`src/rtl/spi_fault_master.sv`:
```
module spi_fault_master #(
  parameter int DW    = 8,
  parameter int RATEW = 3,
  parameter int AW    = 3
) (
  input  logic          clk,
  input  logic          rst_n,
  input  logic          bus_wr,
  input  logic          bus_rd,
  input  logic [AW-1:0] bus_addr,
  input  logic [DW-1:0] bus_wdata,
  output logic [DW-1:0] bus_rdata,
  input  logic          miso,
  input  logic          mode_fault,
  output logic          sck,
  output logic          mosi,
  output logic [DW-1:0] sel_n,
  output logic          sck_oe,
  output logic          mosi_oe,
  output logic          sel_oe,
  output logic          irq
);
  localparam int EDGES = 2 * DW;
  localparam int ECW   = $clog2(EDGES + 1);
  localparam int CW    = (1 << RATEW) + 1;
  localparam int NFLAG = 3;
  localparam logic [AW-1:0] A_CTRL = AW'(0);
  localparam logic [AW-1:0] A_STAT = AW'(1);
  localparam logic [AW-1:0] A_DATA = AW'(2);
  localparam logic [AW-1:0] A_MASK = AW'(3);
  localparam logic [AW-1:0] A_SEL  = AW'(4);

  logic             en, cpol, cpha;
  logic [RATEW-1:0] rate;
  logic [NFLAG-1:0] mask;
  logic [DW-1:0]    selreg, rxd, sreg;
  logic             busy, done, wcol, mflt, armed, rbit, ph;
  logic [ECW-1:0]   ecnt;
  logic [CW-1:0]    cnt;

  wire [CW-1:0] half_m1  = (CW'(2) << rate) - CW'(1);
  wire          tick     = busy && (cnt == '0);
  wire          last     = (ecnt == ECW'(EDGES));
  wire          edge_now = tick && !last;
  wire          lead     = ~ecnt[0];
  wire          samp     = edge_now && (lead ^ cpha);
  wire          shft     = edge_now && !(lead ^ cpha) && (ecnt != '0);
  wire          fin      = tick && last;

  wire wr_ctrl  = bus_wr && (bus_addr == A_CTRL);
  wire wr_stat  = bus_wr && (bus_addr == A_STAT);
  wire wr_data  = bus_wr && (bus_addr == A_DATA);
  wire wr_mask  = bus_wr && (bus_addr == A_MASK);
  wire wr_sel   = bus_wr && (bus_addr == A_SEL);
  wire rd_stat  = bus_rd && (bus_addr == A_STAT);
  wire data_acc = (bus_wr || bus_rd) && (bus_addr == A_DATA);
  wire fault    = mode_fault && en;
  wire start    = wr_data && en && !busy && !fault;

  wire [DW-1:0] rx_final = cpha ? {sreg[DW-2:0], rbit} : sreg;

  always_ff @(posedge clk or negedge rst_n) begin
    if (!rst_n) begin
      en     <= 1'b0;
      cpol   <= 1'b0;
      cpha   <= 1'b0;
      rate   <= '0;
      mask   <= '0;
      selreg <= '0;
    end else begin
      if (wr_ctrl) {rate, cpha, cpol, en} <= bus_wdata[RATEW+2:0];
      if (fault)   en <= 1'b0;
      if (wr_mask) mask <= bus_wdata[NFLAG-1:0];
      if (wr_sel)  selreg <= bus_wdata;
    end
  end

  always_ff @(posedge clk or negedge rst_n) begin
    if (!rst_n) begin
      busy <= 1'b0;
      cnt  <= '0;
      ecnt <= '0;
      sreg <= '0;
      rxd  <= '0;
      rbit <= 1'b0;
      ph   <= 1'b0;
    end else if (start) begin
      busy <= 1'b1;
      cnt  <= half_m1;
      ecnt <= '0;
      sreg <= bus_wdata;
      ph   <= 1'b0;
    end else if (busy) begin
      if (fault || !en) begin
        busy <= 1'b0;
        ph   <= 1'b0;
      end else if (tick) begin
        cnt <= half_m1;
        if (last) begin
          busy <= 1'b0;
          rxd  <= rx_final;
        end else begin
          ecnt <= ecnt + 1'b1;
          ph   <= ~ph;
        end
        if (samp) rbit <= miso;
        if (shft) sreg <= {sreg[DW-2:0], rbit};
      end else begin
        cnt <= cnt - 1'b1;
      end
    end
  end

  always_ff @(posedge clk or negedge rst_n) begin
    if (!rst_n) begin
      done  <= 1'b0;
      armed <= 1'b0;
      wcol  <= 1'b0;
      mflt  <= 1'b0;
    end else begin
      if (fin) begin
        done  <= 1'b1;
        armed <= 1'b0;
      end else if (data_acc && armed) begin
        done  <= 1'b0;
        armed <= 1'b0;
      end else if (rd_stat && done) begin
        armed <= 1'b1;
      end

      if (wr_data && busy)              wcol <= 1'b1;
      else if (wr_stat && bus_wdata[1]) wcol <= 1'b0;

      if (fault)                        mflt <= 1'b1;
      else if (wr_stat && bus_wdata[2]) mflt <= 1'b0;
    end
  end

  always_comb begin
    bus_rdata = '0;
    case (bus_addr)
      A_CTRL:  bus_rdata[RATEW+2:0] = {rate, cpha, cpol, en};
      A_STAT:  bus_rdata[3:0]       = {busy, mflt, wcol, done};
      A_DATA:  bus_rdata            = rxd;
      A_MASK:  bus_rdata[NFLAG-1:0] = mask;
      A_SEL:   bus_rdata            = selreg;
      default: bus_rdata            = '0;
    endcase
  end

  assign sck     = cpol ^ ph;
  assign mosi    = sreg[DW-1];
  assign sel_n   = busy ? ~selreg : '1;
  assign sck_oe  = en;
  assign mosi_oe = en;
  assign sel_oe  = en;
  assign irq     = |({mflt, wcol, done} & mask);
endmodule

```
`config.mk`:
```
export PLATFORM = sky130hd
export DESIGN_NAME = spi_fault_master
export DESIGN_NICKNAME = d
export VERILOG_FILES = /design/src/rtl/spi_fault_master.sv
export SDC_FILE = /design/constraint.sdc
export NUM_CORES = 1
export LEC_CHECK = 0
export ABC_AREA = 1
export BUFFER_PORTS_ARGS = -buffer_cell sky130_fd_sc_hd__buf_4
export CAP_MARGIN = 30
export CORE_ASPECT_RATIO = 0.75
export CORE_MARGIN = 2
export CORE_UTILIZATION = 40
export DETAILED_ROUTE_END_ITERATION = 16
export SLEW_MARGIN = 30
export SYNTH_ARGS = -nofsm -noshare
export SYNTH_HDL_FRONTEND = slang
export SYNTH_SLANG_ARGS = --single-unit
```
`constraint.sdc`:
```
create_clock -name clk -period 1.9 [get_ports clk]
set_clock_uncertainty 0.15 [all_clocks]
set_input_delay 0.19 -clock clk [delete_from_list [all_inputs] [get_ports clk]]
set_output_delay 0.19 -clock clk [all_outputs]
set_load 0.005 [all_outputs]
```
==> results.md, run 1 <==
- The flow ran to the end, and the final reports show no timing, DRC or antenna violations.
- Setup repair after global routing could not meet its margin everywhere.
- The internal power component is ~0.0018 W.
- Buffers placed on the I/O ports in this run total 38.
- In the final layout, flip-flops and latches occupy about 1400 um2.
- For this run, design rule violations remaining after detail routing come to 0.
- The tool flagged a number of max-cap violations equal to 0.
- The tree built by TritonCTS fans out to 54 sinks.
- The total clock buffers created by CTS is 5.
- The congestion estimate from routability-driven global placement came to 0.8740.
- Routed signal wires occupy layers up through met4.
- The width of the die is roughly 100 um.
- The wire length the detailed router placed on met1 is around 4200 um.
- Of the total power, combinational logic draws 0.236.
- TritonCTS built the clock tree.
- The worst path required time is 1970 ps.
- Yosys mapped the design onto 36 distinct sky130hd cell types.
- The launch instance of the worst register-to-register path is cnt[5]$_DFFE_PN0P_.
- The maximum root-to-sink buffer count is 2.
- The clock latency reported for the late side of the worst-skew pair is 320 ps.
- The final critical delay including setup and external delays is 1816 ps.
- The number of global-route vias before repair is 2493.
- Of the total power, the share spent switching nets is 0.3239.
- Data arrives at the worst endpoint at 1890 ps.
- The synthesis-to-finish area growth is 27.34%.
- Static timing analysis puts the maximum clock frequency at 550.6 MHz.
- The die covers 8234 um2.
- The transition time of the tightest slew-check pin is 702.4 ps.
- The filler cells instantiated in the layout total ~700.
- The count of final hold-check violations came to 0.
- The final-report setup violation count is 0.
- The total length of routed met2 wires is 3252 um.
- By area the synthesized netlist is led by sky130_fd_sc_hd__dfrtp_1, sky130_fd_sc_hd__nand2_1, sky130_fd_sc_hd__o21ai_0.
- The total met3 wirelength after detailed routing is approximately 440 um.
- Summed over all failing endpoints, the final setup total negative slack is 0 ps.
- The worst hold path passes through 3 cells.
- The post-synthesis async set-or-reset flop share is 1.000.
- The area of placed instances is 3486 um2.
- The final hold slack is 17.05 ps.
- 0 antenna diodes ended up in the layout.
- After clock tree synthesis, the clock-pin slew on the worst setup and hold paths is approximately 110 ps.
- The peak supply drop is 378.3 uV.
- In this run the static leakage power is ~1.9 nW.
- The number of detailed-route iterations in the first pass is 4.
- The worst reg2reg path depth is 8.
- After detailed routing, the average wire length per cell comes to 13.92 um.
- The worst hold path belongs to the class input pin to flip-flop.
- Of the post-synthesis cell area, the dominant cell type holds 0.4494.
- The routed design has 7936 um of wire.
- The fraction of layout instances using a drive strength above 1 is 0.2239.
- The count of nets left with antenna violations once routing finished came out at 0.
- Summed over all nets, the half-perimeter wirelength after detailed placement is 5923 um.
- The first global-routing pass estimated between 10000 and 15000 um of wire.
- The placement row count is 27.
- In this run the power density over the cells is 710.2 nW/um2.
- The hold path endpoint is mflt$_DFFE_PN0P_.
- The synthesis-stage register bit count is 54.
- The multi-input combinational cell area is 1474 um2.
- The max-slew headroom at the worst pin is 0.5317.
- The post-synthesis sequential area ratio is 0.4494.
- Setup slack closes at 83.63 ps.
- Dividing the detail-routed via count by the number of cells gives 4.930.
- The setup check on the worst reg-to-reg path leaves a slack of approximately 84 ps.
- The path type of the worst setup path is flip-flop to flip-flop.
- In the global route stage, overall resource usage came out at 0.2003.
- The detailed router placed between 2000 and 3000 vias in this run.
- The combined area of all synthesized cells is approximately 3000 um2.
- The number of instances in the synthesized netlist is roughly 400.
- For this configuration, the core starts out at a cell density of 0.4120.
- The worst setup slack after placement is -137.9 ps.
- Global routing finished with a remaining overflow of 0.
- The number of H-tree levels is 2.
- Along the worst path, the maximum fanout reaches 6.
- The count of flip-flops with a built-in enable after synthesis is 0.
- The average instance in the mapped netlist occupies 7.535 um2.
- The worst setup path is launched from a flip-flop.
- Entering global routing, the biggest net connects 55 pins.
- The core outline area is between 7000 and 8000 um2.
- 39 I/O pins were placed.
- The max-slew violation count is 0.
- The analysis attributes to net switching a power of 0.0008807 W.
- In the finished design, the share of the clock period the worst path needs comes to 0.9560.
- During synthesis, Yosys emitted a total of 0 warnings.
- The dominant synthesized flop cell is sky130_fd_sc_hd__dfrtp_1.
- Overall power consumption after layout is estimated at 0.002719 W.
- The number of nets handed over by synthesis was 419.
- With fillers left out, the area of the finished cells amounts to between 3000 and 4000 um2.
- The share of total power dissipated in the clock network is 0.256.
- The element type at the critical path end is a flip-flop.
- In this run, the number of DRC markers left after iteration 0 of detailed routing was between 100 and 150.
- The root buffer cell chosen for the clock tree is sky130_fd_sc_hd__clkbuf_8.
- The startpoint identified for the worst hold timing path is mode_fault.
- The final layout net count is 488.
- In this run the vertical extent of the chip is 79.09 um.
- The leading area contributor after synthesis is sky130_fd_sc_hd__dfrtp_1.
- The worst register-to-register path ends at ecnt[2]$_DFFE_PN0P_.
- The initial antenna violation count is 0.
- The sequential power share is 0.508.
-- worst max-delay path, cell delays in order (launching register included) --
cell,delay (ps)
sky130_fd_sc_hd__dfrtp_2,450
sky130_fd_sc_hd__nor2_4,150
sky130_fd_sc_hd__nand2_2,110
sky130_fd_sc_hd__nor2_4,210
sky130_fd_sc_hd__nand4_1,250
sky130_fd_sc_hd__nor2_4,230
sky130_fd_sc_hd__nand3_2,70
sky130_fd_sc_hd__nand2_1,60
sky130_fd_sc_hd__nor2_1,40
-- cell usage after synthesis, drive strengths merged, types with 2 or more instances --
master	instances
o221ai	2
inv	51
nand3	24
o21ai	48
o2111ai	2
nor3	3
nor2	42
ha	3
a21oi	21
xnor2	2
clkbuf	4
buf	7
mux2	3
o21a	3
dfrtp	54
nand2	108
xor2	3
nand4	10
-- per-layer routing --
metal  vias up  global-route usage
met2        68              0.2776
met3         4             0.03777
met4         0             0.04865
met1      1301              0.3165
li1       1437                   -
met5         -                   0
-- stage by stage --
step	instances	utilization
finish	570	0.5247
global route	570	0.5247
CTS	562	0.5067
detailed placement	545	0.4777
global placement	545	0.4777
floorplan	399	-
-- worst max path at each step --
stage | cells after the start | startpoint | to | slack (ps)
final | 8 | cnt[5]$_DFFE_PN0P_ | ecnt[2]$_DFFE_PN0P_ | 80
after global routing | 9 | cnt[1]$_DFFE_PN0P_ | ecnt[2]$_DFFE_PN0P_ | -50
after CTS | 10 | cnt[0]$_DFFE_PN0P_ | sreg[7]$_DFFE_PN0P_ | 20
after detailed placement | 9 | cnt[0]$_DFFE_PN0P_ | sreg[4]$_DFFE_PN0P_ | -140
after global placement | 9 | cnt[0]$_DFFE_PN0P_ | sreg[0]$_DFFE_PN0P_ | -40
after floorplan | 10 | cnt[0]$_DFFE_PN0P_ | sreg[4]$_DFFE_PN0P_ | 80
-- area by class of cell --
type | count | area share
clock buffer | 5 | 0.01797
inverter | 52 | 0.05098
clock inverter | 3 | 0.006536
timing repair buffer | 73 | 0.1526
tap | 101 | 0.03301
sequential | 54 | 0.3539
multi-input combinational | 282 | 0.3850
-- timing repair --
action,in CTS,in global routing
resized for setup,5,20
pin swaps,2,5
setup endpoints to repair,12,32
hold buffers,8,0
setup buffers,1,8
endpoints found under the hold margin,62,0
-- registers in the layout, indices dropped and copies added (netlist names), 3 cells and up --
register / flops
sreg: 8
cnt: 9
rate: 3
mask: 3
ecnt: 5
rxd: 8
selreg: 8
-- cells in the final DEF, fill, tap and decap left out, types with 2 or more instances in the layout --
cell / n
sky130_fd_sc_hd__nand3_1: 19
sky130_fd_sc_hd__xnor2_1: 2
sky130_fd_sc_hd__inv_2: 4
sky130_fd_sc_hd__inv_1: 47
sky130_fd_sc_hd__nor2_4: 6
sky130_fd_sc_hd__o21a_1: 3
sky130_fd_sc_hd__xor2_1: 3
sky130_fd_sc_hd__a21oi_1: 21
sky130_fd_sc_hd__o221ai_1: 2
sky130_fd_sc_hd__mux2_2: 3
sky130_fd_sc_hd__dfrtp_1: 51
sky130_fd_sc_hd__clkbuf_8: 5
sky130_fd_sc_hd__nand2_1: 104
sky130_fd_sc_hd__nand4_1: 9
sky130_fd_sc_hd__nor2_2: 3
sky130_fd_sc_hd__ha_1: 2
sky130_fd_sc_hd__dfrtp_2: 3
sky130_fd_sc_hd__o21ai_0: 47
sky130_fd_sc_hd__nor2_1: 33
sky130_fd_sc_hd__nand3_2: 4
sky130_fd_sc_hd__nand2_2: 2
sky130_fd_sc_hd__buf_4: 63
sky130_fd_sc_hd__nand2_4: 2
sky130_fd_sc_hd__nor3_1: 3
sky130_fd_sc_hd__dlygate4sd3_1: 8
sky130_fd_sc_hd__o2111ai_1: 2
-- kinds of logic (layout without fill, tap and decap cells) --
family / after synthesis / count (layout) / share of synthesized area
buf+inv: 63 / 133 / 0.08738
simple gates: 190 / 190 / 0.2776
compound gates: 81 / 81 / 0.1473
xor+xnor: 5 / 5 / 0.01457
fa+ha+maj: 3 / 3 / 0.01249
mux: 3 / 3 / 0.01124
flops: 54 / 54 / 0.4494
-- power groups by stage --
stage	clock [W]	sequential, W	combinational, W
3_5_place_dp	0	0.00140	0.000569
4_1_cts	0.000714	0.00138	0.000588
5_1_grt	0.000767	0.00140	0.000725
2_1_floorplan	0	0.00137	0.000354
3_3_place_gp	0	0.00140	0.000563
6_report	0.000695	0.00138	0.000642
(Power assumes the default switching activity.)
==> run 2, diff against run 1 <==
CAP_MARGIN = 0   (was 30)
CORE_UTILIZATION = 52   (was 40)
HOLD_SLACK_MARGIN = 0.1   (was unset)
PLACE_DENSITY = 0.76   (was unset)
==> results.md, run 2 (synthesized netlist as in run 1, its figures left out) <==
- The critical path arrival was 1520 ps (-370 ps).
- The antenna cell count came to 0 (unchanged).
- The clock root buffer master is sky130_fd_sc_hd__clkbuf_8.
- The final-report setup violation count is 0 (unchanged).
- The detailed-route wire length is 7886 um (-0.63%).
- The peak supply drop is 414.8 uV (+9.7%).
- The number of port buffers is 38 (unchanged).
- The number of standard cells in the final layout excluding fillers was 548 (-3.9%).
- The largest net degree at the start of global routing is 55 (unchanged).
- The I/O pin count came to 39 (unchanged).
- The fmax is 538.2 MHz (-2.2%).
- The total power divided by cell area is 711.3 nW/um2 (+0.17%).
- The transition time of the tightest slew-check pin is 680.4 ps (-21.97 ps).
- The launch instance of the worst min-delay path is bus_wdata[0].
- The initial antenna violation count is 0 (unchanged).
- STA classifies the critical path startpoint as a flip-flop.
- The worst setup slack after placement came to -69.67 ps (+68.21 ps).
- The number of flip-flops under the largest register name came to 9 (unchanged).
- The register clock-pin slew on the reported worst setup and hold paths is 100 ps (about the same).
- The die height is 69.85 um (-12%).
- The cell leakage power is 1.926 nW (+1.3%).
- The total clock buffers created by CTS is 5 (unchanged).
- The worst hold path terminates at mask[0]$_DFFE_PN0P_.
- The number of H-tree levels is 2 (unchanged).
- The final critical delay including setup and external delays is 1858 ps (+41.62 ps).
- The run finished with clean final reports.
- The placement row count was 23 (-15%).
- The number of global-route vias before repair is 2583 (+3.6%).
- The path class of the tightest hold or removal check is input pin to flip-flop.
- The worst flop-to-flop path endpoint is done$_DFFE_PN0N_.
- The total die area was 6412 um2 (-22%).
- The core outline area is 5468 um2 (-25%).
- The TritonCTS clock tree is yes.
- The first-iteration detailed-routing DRC count is 166 (+25%).
- The maximum fanout count along the critical path came to 18 (+12).
- STA classifies the critical path endpoint as a primary output.
- The global-route wire length before repair came to 12540 um (-3.3%).
- The number of cells traversed by the worst hold path is 3 (unchanged).
- The worst path required time was 1560 ps (-410 ps).
- The overall overflow remaining after global route is 0 (unchanged).
- The worst reg2reg path depth is 8 (unchanged).
- The width of the die was 91.80 um (-12%).
- The max-cap violation count is 0 (unchanged).
- The HPWL after detailed placement is 5616 um (-5.2%).
- The fraction of layout instances using a drive strength above 1 is 0.2178 (-0.006122).
- The clock latency reported for the late side of the worst-skew pair came to 310 ps (about the same).
- The number of design rule violations left after detail routing is 0 (unchanged).
- The final weighted congestion of routability-driven global placement is 0.9311 (+6.5%).
- The area growth from synthesis to layout is 28.67%.
- The max-slew headroom at the worst pin is 0.5464 (+0.01465).
- The total global-route track usage is 0.2465 (+0.04626).
- The maximum root-to-sink buffer count is 2 (unchanged).
- The library cells used most frequently in the layout, excluding fill and tap cells, are sky130_fd_sc_hd__nand2_1, sky130_fd_sc_hd__buf_4, sky130_fd_sc_hd__dfrtp_1.
- The mean routed wirelength per cell is 14.39 um (+3.4%).
- The via count is 2904 (+3.3%).
- The final layout net count is 492 (+0.82%).
- The effective utilization at floorplan was 0.5499 (+0.1378).
- The count of final hold-check violations is 0 (unchanged).
- The share of the clock period used by the worst path was 0.9779 (+0.02190).
- The overall power is 0.002752 W (+1.2%).
- The number of instances in the placed design is 519 (-4.8%).
- Leaving out fill and tap cells, the most frequent cell in the layout is sky130_fd_sc_hd__nand2_1.
- The worst path setup slack after routing came to 42.02 ps (-41.62 ps).
- The clock sink count was 54 (unchanged).
- The register-to-register setup slack is 110 ps (+30 ps).
- The path type of the worst setup path is flip-flop to primary output.
- The number of routed nets with antenna violations is 0 (unchanged).
- The register with the most flip-flops in the final layout is cnt.
- The launch instance of the worst register-to-register path is ecnt[1]$_DFFE_PN0P_.
- The max-slew violation count came to 0 (unchanged).
- The number of vias per cell after detailed routing was 5.299 (+7.5%).
- The number of detailed-route iterations in the first pass is 4 (unchanged).
-- run 2: cell types whose count changed in the layout (fill, tap and decap cells not counted), moves of 2 or more --
cell | before | now
sky130_fd_sc_hd__dlygate4sd3_1 | 8 | 13
sky130_fd_sc_hd__o21ai_1 | 1 | 3
sky130_fd_sc_hd__nand3_2 | 4 | 2
sky130_fd_sc_hd__nor2_4 | 6 | 8
sky130_fd_sc_hd__buf_4 | 63 | 61
sky130_fd_sc_hd__o21ai_0 | 47 | 45
sky130_fd_sc_hd__clkbuf_8 | 5 | 7
-- run 2: final cells by class --
type                            instances  area (um2)
Timing Repair Buffer                   76       628.1
Sequential cell                        54        1354
Clock inverter                          1       8.758
Multi-Input combinational cell        283        1493
Fill cell                             423        1599
Clock buffer                            7       96.34
Inverter                               52       195.2
Tap cell                               75       93.84
-- run 2: power by group --
group          internal [W]  switching [W]
logic              0.000295       0.000364
clock network      0.000335       0.000378
registers           0.00128      0.0000994
-- run 2: layer usage --
metal,part of all wire,track usage
met1,0.48,0.3868
met5,0,0
met3,0.079,0.04854
met4,0.0068,0.04809
met2,0.43,0.3554
-- run 2: what timing repair did --
item / 4_1_cts / 5_1_grt
pin swaps: 0 / 10
gates cloned: 0 / 1
setup endpoints to repair: 8 / 32
gates resized for setup: 1 / 26
hold buffers: 13 / 0
setup buffers: 0 / 7
hold endpoints to repair: 73 / 0
-- run 2: per-stage QoR --
| stage | TNS (ps) | area, um2 | hold WS, ps | utilization |
|---|---|---|---|---|
| 2_1_floorplan | 0 | 3007 | -255.6 | - |
| 3_3_place_gp | -4.834 | 3466 | 122.9 | 0.6339 |
| 3_5_place_dp | -484.7 | 3466 | 127.8 | 0.6339 |
| 4_1_cts | 0 | 3704 | 130.9 | 0.6773 |
| 5_1_grt | -3.366 | 3869 | 139.6 | 0.7076 |
| 6_report | 0 | 3869 | 125.7 | 0.7076 |
-- run 2: how the worst max path moves through the flow --
stage	cells after the start	start	end
final	6	cpha$_DFFE_PN0P_	bus_rdata[2]
after global routing	8	ecnt[1]$_DFFE_PN0P_	done$_DFFE_PN0N_
after detailed placement	9	cnt[0]$_DFFE_PN0P_	sreg[4]$_DFFE_PN0P_
after global placement	9	cnt[0]$_DFFE_PN0P_	sreg[0]$_DFFE_PN0P_
after CTS	8	cnt[0]$_DFFE_PN0P_	rxd[0]$_DFFE_PN0P_
after floorplan	10	cnt[0]$_DFFE_PN0P_	sreg[4]$_DFFE_PN0P_
-- run 2: critical path, cell delays in order (launching register included) --
cell,delay [ps]
sky130_fd_sc_hd__dfrtp_1,410
sky130_fd_sc_hd__buf_4,200
sky130_fd_sc_hd__nand2_1,70
sky130_fd_sc_hd__o21ai_0,70
sky130_fd_sc_hd__a21oi_1,200
sky130_fd_sc_hd__nand3_1,110
sky130_fd_sc_hd__buf_4,150
